**config.mk**
```make
export PLATFORM = sky130hd
export DESIGN_NAME = pio_port
export DESIGN_NICKNAME = d
export VERILOG_FILES = /design/src/rtl/pio_pkg.sv /design/src/rtl/pio_sync.sv /design/src/rtl/pio_regs.sv /design/src/rtl/pio_pinmux.sv /design/src/rtl/pio_port.sv
export SDC_FILE = /design/constraint.sdc
export NUM_CORES = 1
export LEC_CHECK = 0
export BUFFER_PORTS_ARGS = -buffer_cell sky130_fd_sc_hd__buf_2
export CORE_MARGIN = 5
export CORE_UTILIZATION = 45
export CTS_CLUSTER_DIAMETER = 40
export CTS_CLUSTER_SIZE = 28
export DETAILED_ROUTE_END_ITERATION = 10
export PLACE_DENSITY = 0.79
export SLEW_MARGIN = 20
export SYNTH_ARGS = -nofsm -noshare
export SYNTH_HDL_FRONTEND = slang
export SYNTH_SLANG_ARGS = --single-unit
```
**constraint.sdc**
```tcl
create_clock -name clk -period 1.44 [get_ports clk]
set_input_delay 0.072 -clock clk [delete_from_list [all_inputs] [get_ports clk]]
set_output_delay 0.072 -clock clk [all_outputs]
set_load 0.02 [all_outputs]
```
**src/rtl/pio_pkg.sv**
```systemverilog
package pio_pkg;

    localparam int PIO_PINS     = 5;
    localparam int PIO_AW       = 8;
    localparam int PIO_DW       = 8;
    localparam int PIO_SYNC     = 2;
    localparam int PIO_CLK_PIN  = 2;
    localparam int PIO_CKEN_BIT = 7;
    localparam logic [PIO_AW-1:0] PIO_DIR_ADDR = 8'h06;
    localparam logic [PIO_AW-1:0] PIO_DAT_ADDR = 8'h02;

    typedef enum logic [1:0] {
        SEL_NONE = 2'd0,
        SEL_DIR  = 2'd1,
        SEL_DAT  = 2'd2
    } reg_sel_e;

    function automatic reg_sel_e decode_addr(
        input logic [PIO_AW-1:0] addr,
        input logic [PIO_AW-1:0] dir_addr,
        input logic [PIO_AW-1:0] dat_addr
    );
        if (addr == dir_addr) return SEL_DIR;
        if (addr == dat_addr) return SEL_DAT;
        return SEL_NONE;
    endfunction

endpackage

```
**src/rtl/pio_sync.sv**
```systemverilog
module pio_sync #(
    parameter int WIDTH  = 5,
    parameter int STAGES = 2
) (
    input  logic             clk,
    input  logic             rst_n,
    input  logic [WIDTH-1:0] din,
    output logic [WIDTH-1:0] dout
);

    logic [STAGES-1:0][WIDTH-1:0] sync_d, sync_q;

    always_comb begin
        sync_d[0] = din;
        for (int s = 1; s < STAGES; s++) begin
            sync_d[s] = sync_q[s-1];
        end
    end

    always_ff @(posedge clk or negedge rst_n) begin
        if (!rst_n) sync_q <= '0;
        else        sync_q <= sync_d;
    end

    assign dout = sync_q[STAGES-1];

endmodule

```
**src/rtl/pio_regs.sv**
```systemverilog
module pio_regs
    import pio_pkg::*;
#(
    parameter int NPINS    = PIO_PINS,
    parameter int DW       = PIO_DW,
    parameter int CKEN_BIT = PIO_CKEN_BIT
) (
    input  logic             clk,
    input  logic             rst_n,
    input  reg_sel_e         sel,
    input  logic             we,
    input  logic [DW-1:0]    wdata,
    output logic [NPINS-1:0] dir_o,
    output logic [NPINS-1:0] latch_o,
    output logic             cken_o
);

    typedef struct packed {
        logic [NPINS-1:0] dir;
        logic [NPINS-1:0] latch;
        logic             cken;
    } regs_t;

    regs_t r_d, r_q;

    // reserved bits between the direction field and the enable are never stored
    logic unused_wbits;
    assign unused_wbits = ^wdata[CKEN_BIT-1:NPINS];

    always_comb begin
        r_d = r_q;
        if (we) begin
            unique case (sel)
                SEL_DIR: begin
                    r_d.dir  = wdata[NPINS-1:0];
                    r_d.cken = wdata[CKEN_BIT];
                end
                SEL_DAT: r_d.latch = wdata[NPINS-1:0];
                default: ;
            endcase
        end
    end

    always_ff @(posedge clk or negedge rst_n) begin
        if (!rst_n) r_q <= '0;
        else        r_q <= r_d;
    end

    assign dir_o   = r_q.dir;
    assign latch_o = r_q.latch;
    assign cken_o  = r_q.cken;

endmodule

```
**src/rtl/pio_pinmux.sv**
```systemverilog
module pio_pinmux #(
    parameter int NPINS   = 5,
    parameter int CLK_PIN = 2
) (
    input  logic [NPINS-1:0] dir,
    input  logic [NPINS-1:0] latch,
    input  logic [NPINS-1:0] sync_in,
    input  logic             cken,
    input  logic             clk_src,
    output logic [NPINS-1:0] pad_out,
    output logic [NPINS-1:0] pad_oe,
    output logic [NPINS-1:0] rd_pins
);

    for (genvar i = 0; i < NPINS; i++) begin : g_pin
        if (i == CLK_PIN) begin : g_clk
            always_comb begin
                pad_out[i] = cken ? clk_src : latch[i];
                pad_oe[i]  = cken | dir[i];
            end
        end else begin : g_std
            always_comb begin
                pad_out[i] = latch[i];
                pad_oe[i]  = dir[i];
            end
        end
        always_comb rd_pins[i] = dir[i] ? latch[i] : sync_in[i];
    end

endmodule

```
**src/rtl/pio_port.sv**
```systemverilog
module pio_port
    import pio_pkg::*;
#(
    parameter int NPINS    = PIO_PINS,
    parameter int AW       = PIO_AW,
    parameter int DW       = PIO_DW,
    parameter int SYNC     = PIO_SYNC,
    parameter int CLK_PIN  = PIO_CLK_PIN,
    parameter int CKEN_BIT = PIO_CKEN_BIT,
    parameter logic [AW-1:0] DIR_ADDR = PIO_DIR_ADDR,
    parameter logic [AW-1:0] DAT_ADDR = PIO_DAT_ADDR
) (
    input  logic             clk,
    input  logic             rst_n,
    input  logic [AW-1:0]    bus_addr,
    input  logic [DW-1:0]    bus_wdata,
    input  logic             bus_we,
    output logic [DW-1:0]    bus_rdata,
    input  logic             clk_src,
    input  logic [NPINS-1:0] pad_in,
    output logic [NPINS-1:0] pad_out,
    output logic [NPINS-1:0] pad_oe
);

    reg_sel_e         sel;
    logic [NPINS-1:0] dir, latch, sync_in, rd_pins;
    logic             cken;

    assign sel = decode_addr(bus_addr, DIR_ADDR, DAT_ADDR);

    pio_regs #(.NPINS(NPINS), .DW(DW), .CKEN_BIT(CKEN_BIT)) u_regs (
        .clk(clk), .rst_n(rst_n), .sel(sel), .we(bus_we), .wdata(bus_wdata),
        .dir_o(dir), .latch_o(latch), .cken_o(cken)
    );

    pio_sync #(.WIDTH(NPINS), .STAGES(SYNC)) u_sync (
        .clk(clk), .rst_n(rst_n), .din(pad_in), .dout(sync_in)
    );

    pio_pinmux #(.NPINS(NPINS), .CLK_PIN(CLK_PIN)) u_mux (
        .dir(dir), .latch(latch), .sync_in(sync_in), .cken(cken),
        .clk_src(clk_src), .pad_out(pad_out), .pad_oe(pad_oe), .rd_pins(rd_pins)
    );

    always_comb begin
        bus_rdata = '0;
        unique case (sel)
            SEL_DIR: begin
                bus_rdata[NPINS-1:0] = dir;
                bus_rdata[CKEN_BIT]  = cken;
            end
            SEL_DAT: bus_rdata[NPINS-1:0] = rd_pins;
            default: ;
        endcase
    end

endmodule

```
== Word-level counts from Yosys, hierarchy flattened ==
Index checks and enable logic that the tools add are counted.
Widths: inputs -> output; s select.

* Equal/unequal tests: 4
* Mux-type cells: 15
* Bitwise logic cells: 1
* Reduce and logical (&&, ||, !) cells: 2

{| class="wikitable"
|+ Operators by type and width
! kind !! count
|-
| $mux 1 || 10
|-
| $pmux 5 s2 || 1
|-
| $eq 8x2->1 const B || 1
|-
| $eq 8x3->1 const B || 1
|-
| $mux 2 || 4
|-
| $reduce_and 2->1 || 2
|-
| $eq 2x1->1 const B || 1
|-
| $eq 2x2->1 const B || 1
|-
| $or 1x1->1 || 1
|}

* Bits in registers: 21
* Word-level logic and storage cells: 27

== Logic depth before layout (Yosys ltp) ==
* Word-level depth: 7
* Mapped depth: 4

== Cells and area by module ==
From an unflattened synthesis, not the netlist that was laid out.

* Cell total of the unflattened synthesis: 72
* Area, all modules: 1042.2 um^2

{| class="wikitable"
|+ By module, submodules not included
! module !! instances !! cells each !! area each (um^2) !! seq. area each (um^2)
|-
| pio_regs || 1 || 24 || 439.2 || 275.3
|-
| pio_sync || 1 || 10 || 250.2 || 250.2
|-
| pio_port || 1 || 23 || 196.4 || 0.0
|-
| pio_pinmux || 1 || 15 || 156.4 || 0.0
|}

== Worst setup path after synthesis ==
OpenSTA, ideal clock, no wires.

* Path type: register to output
* Start point: register u_regs.r_q (netlist bit u_regs.dir_o[0])
* End point: output bus_rdata[0]
* Arrival time: 1181 ps
* Setup slack: 187 ps
* Cell stages (with the launch flop): 3
* Path buffers: 0
* Path through: dfrtp_1 or3b_2 a21oi_1

* Word-level cells in the longest chain between the ends: 2

{| class="wikitable"
|+ RTL lines
! item !! line !! source
|-
| start: declaration || pio_regs.sv:24 || <nowiki>regs_t r_d, r_q;</nowiki>
|-
| start signal: assignment || pio_regs.sv:46 || <nowiki>else r_q <= r_d;</nowiki>
|-
| $mux 1 || pio_pinmux.sv:27 || <nowiki>always_comb rd_pins[i] = dir[i] ? latch[i] : sync_in[i];</nowiki>
|-
| $pmux 5 s2 * || pio_port.sv:47 || <nowiki>unique case (sel)</nowiki>
|-
| end: declaration || pio_port.sv:18 || <nowiki>output logic [DW-1:0] bus_rdata,</nowiki>
|}

Every way passes the cells marked *; elsewhere a longest branch is shown, timed or not.

== Worst setup path in the final report ==
* Start point: register u_regs.r_q (netlist bit u_regs.dir_o[2])
* End point: output bus_rdata[2]

The elaborated chain is that of the path after synthesis.

==> qor.txt <==
Vias in the first global route = 691
Worst vdd ir = 0.000738 V
Final Slew Violations = 0
Die Y = 54.7 µm
Clk root buf = clkbuf_4
Final #Nets = 138
Routed Antenna Nets = 0
CTS Sinks = 21
Die area = 0.00299 mm²
Final setup fails = 0
Initial antenna violation count = 0
Max_cap viols = 0
Final hold vios = 0
Drt via density = 4.55
CORE AREA = 0.00192 mm²
Share of cells above drive strength 1 = 60.7%
Crit path DAT = 1330 ps
Total Power = 0.00105 W
Final wirelength = 1730 µm
CTS Buf Count = 3
Crit path launch type = register
WP data required = 1370 ps
Gr usage total = 13.8%
Fmax = 714 MHz
N_diodes = 0
Critical path class = register to primary output
Final global-route overflow total = 0
DRT Pass-1 Iters = 1
First-pass GRT wire length = 2940 µm
Setup slack, reg-to-reg = 550 ps
Routed len/inst = 12.4 µm
Die Wd = 54.7 µm
Starting DRC count in detailed routing = 0
Final-layout fill cell count = 164
Hold_sp = bus_wdata[7]
Hold endpoint = u_regs.cken_o$_DFFE_PN0P_
EDFF count, synth = 0
Crit path cell chain = or3b_4 -> a21oi_2 -> buf_4
Critical Path Fanout Max = 2
Gate count after technology mapping = 69
List of most frequent post-synthesis cells = dfrtp_1 (21), mux2_2 (12), buf_4 (10)
Ports = 43
Synth area leaders = dfrtp_1 (59%), mux2_2 (15%), buf_4 (8.4%)
Initial Utilization = 46.7%
RSZ-0062 raised after global routing = true
Post-synthesis sequential area ratio = 58.6%
Area growth syn-to-layout = 35.1%
Worst r2r src = u_regs.dir_o[3]$_DFFE_PN0P_
Site row count = 16
Fin crit period = 1400 ps
Top FF cell, synth = dfrtp_1
Slowest CP cell = dfrtp_1
Skew final = 9.27 ps
Synth unique cells = 15
CP peak stage delay = 390 ps
Dominant cell type by area after synthesis = dfrtp_1
TritonCTS clock tree = yes
Clock Path Buffers = 2
Layout Utilization = 63.1%
Synth top area share = 58.6%
Min-delay worst type = input pin to register
Synth Warn # = 0
Final Wtd Congestion = 0.721
Outcome = finished clean
Post-route clock period utilization = 97.3%
Worst-Skew Late Latency = 290 ps
Worst-path clk slew = 100 ps
H-tree depth = 1
CP Capture Type = primary output
Most common cell in the netlist = dfrtp_1
Power per cell area = 863 mW/mm²
Critical Path Source = u_regs.dir_o[2]$_DFFE_PN0P_
# DRC = 0
Hpwl dp = 1310 µm
Worst r2r dst = u_regs.dir_o[3]$_DFFE_PN0P_
Worst Hold Depth = 2
Asr flop ratio synth = 100%
DR vias = 632
Yosys reg bits = 21
Leak = 0.627 nW
Post-Syn Area = 897 µm²
# port buffers = 38
Worst R2R Path Depth = 2
Avg Cell Area, Syn = 13.0 µm²
Largest net degree at the start of global routing = 22
==> metal layers <==
layer	vias to the layer above	track usage [%]	part of all wire (%)
li1	313	-	-
met1	295	16.7	38
met2	24	23.8	52
met3	0	3.00	9.4
met4	0	4.98	0
met5	-	0	0
==> repair_timing <==
item                                    in CTS  in global routing
buffers inserted                             4                  0
hold buffers                                 6                  0
endpoints found under the setup margin       4                  4
pin swaps                                    4                  0
resized for setup                           12                  2
hold endpoints to repair                    26                  0
==> worst max-delay path, delay by kind of cell (launching register included) <==
family / cells / cell delay [ps]
buffers and inverters: 1 / 160
AOI/OAI and AO/OA: 1 / 130
and+or+nand+nor: 1 / 370
DFF: 1 / 390
==> state kept, by name (all words and copies together) (netlist names) <==
name	cells
u_regs.dir_o	5
u_regs.latch_o	5
u_sync.dout	5
u_sync.sync_d	5
u_regs.cken_o	1
==> final cells by class <==
cell class	count	area [µm²]	share of cell area (%)
multi-input combinational	38	322	26.5
timing repair buffer	49	305	25.2
clock buffer	4	26.3	2.17
sequential	21	526	43.3
tap	27	33.8	2.79
==> placed cells by master (no fill, tap or decap) <==
master and instances:
nand2_1 3, buf_6 2, buf_4 7, a21oi_1 1
a21oi_2 4, or3b_4 4, clkbuf_1 1, nand4b_1 1
nor3_1 1, or2_2 1, clkbuf_4 3, nand4_1 1
buf_2 34, conb_1 2, dlygate4sd3_1 6, nor2_1 2
o21ai_0 5, dfrtp_1 21, nor4b_4 1, mux2_2 12
==> through the flow <==
| step | cells | setup slack (ps) | hold slack [ps] | area, µm² | setup TNS (ps) |
|---|---|---|---|---|---|
| finish | 139 | 38.9 | 16.0 | 1210 | 0 |
| global placement | 125 | 115 | 38.0 | 1050 | 0 |
| floorplan | 70 | 187 | -224 | 901 | 0 |
| detailed placement | 125 | 92.2 | 45.4 | 1050 | 0 |
| global route | 139 | -41.4 | 1.21 | 1210 | -130 |
| CTS | 139 | 18.2 | 5.65 | 1200 | 0 |
==> worst max path at each step <==
stage,to,slack (ps)
after floorplan,bus_rdata[0],190
after global placement,u_regs.latch_o[0]$_DFFE_PN0P_,110
after detailed placement,u_regs.latch_o[2]$_DFFE_PN0P_,90
after CTS,bus_rdata[2],20
after global routing,bus_rdata[2],-40
final,bus_rdata[2],40
==> logic make-up (layout without fill, tap and decap cells) <==
family	count (synthesis)	after routing	synth area share, %
DFF	21	21	58.6
and+or+nand+nor	14	14	11.6
muxes	12	12	15.1
buffers and inverters	11	53	8.79
AOI/OAI and AO/OA	10	10	5.58
other	1	2	0.418
==> where the power goes <==
part,total (W),internal [W],switching [W]
Combinational,0.000152,0.0000783,0.0000737
Clock,0.000264,0.000108,0.000156
Sequential,0.000631,0.000618,0.0000130
Total,0.00105,0.000804,0.000243
(Power assumes the default switching activity.)
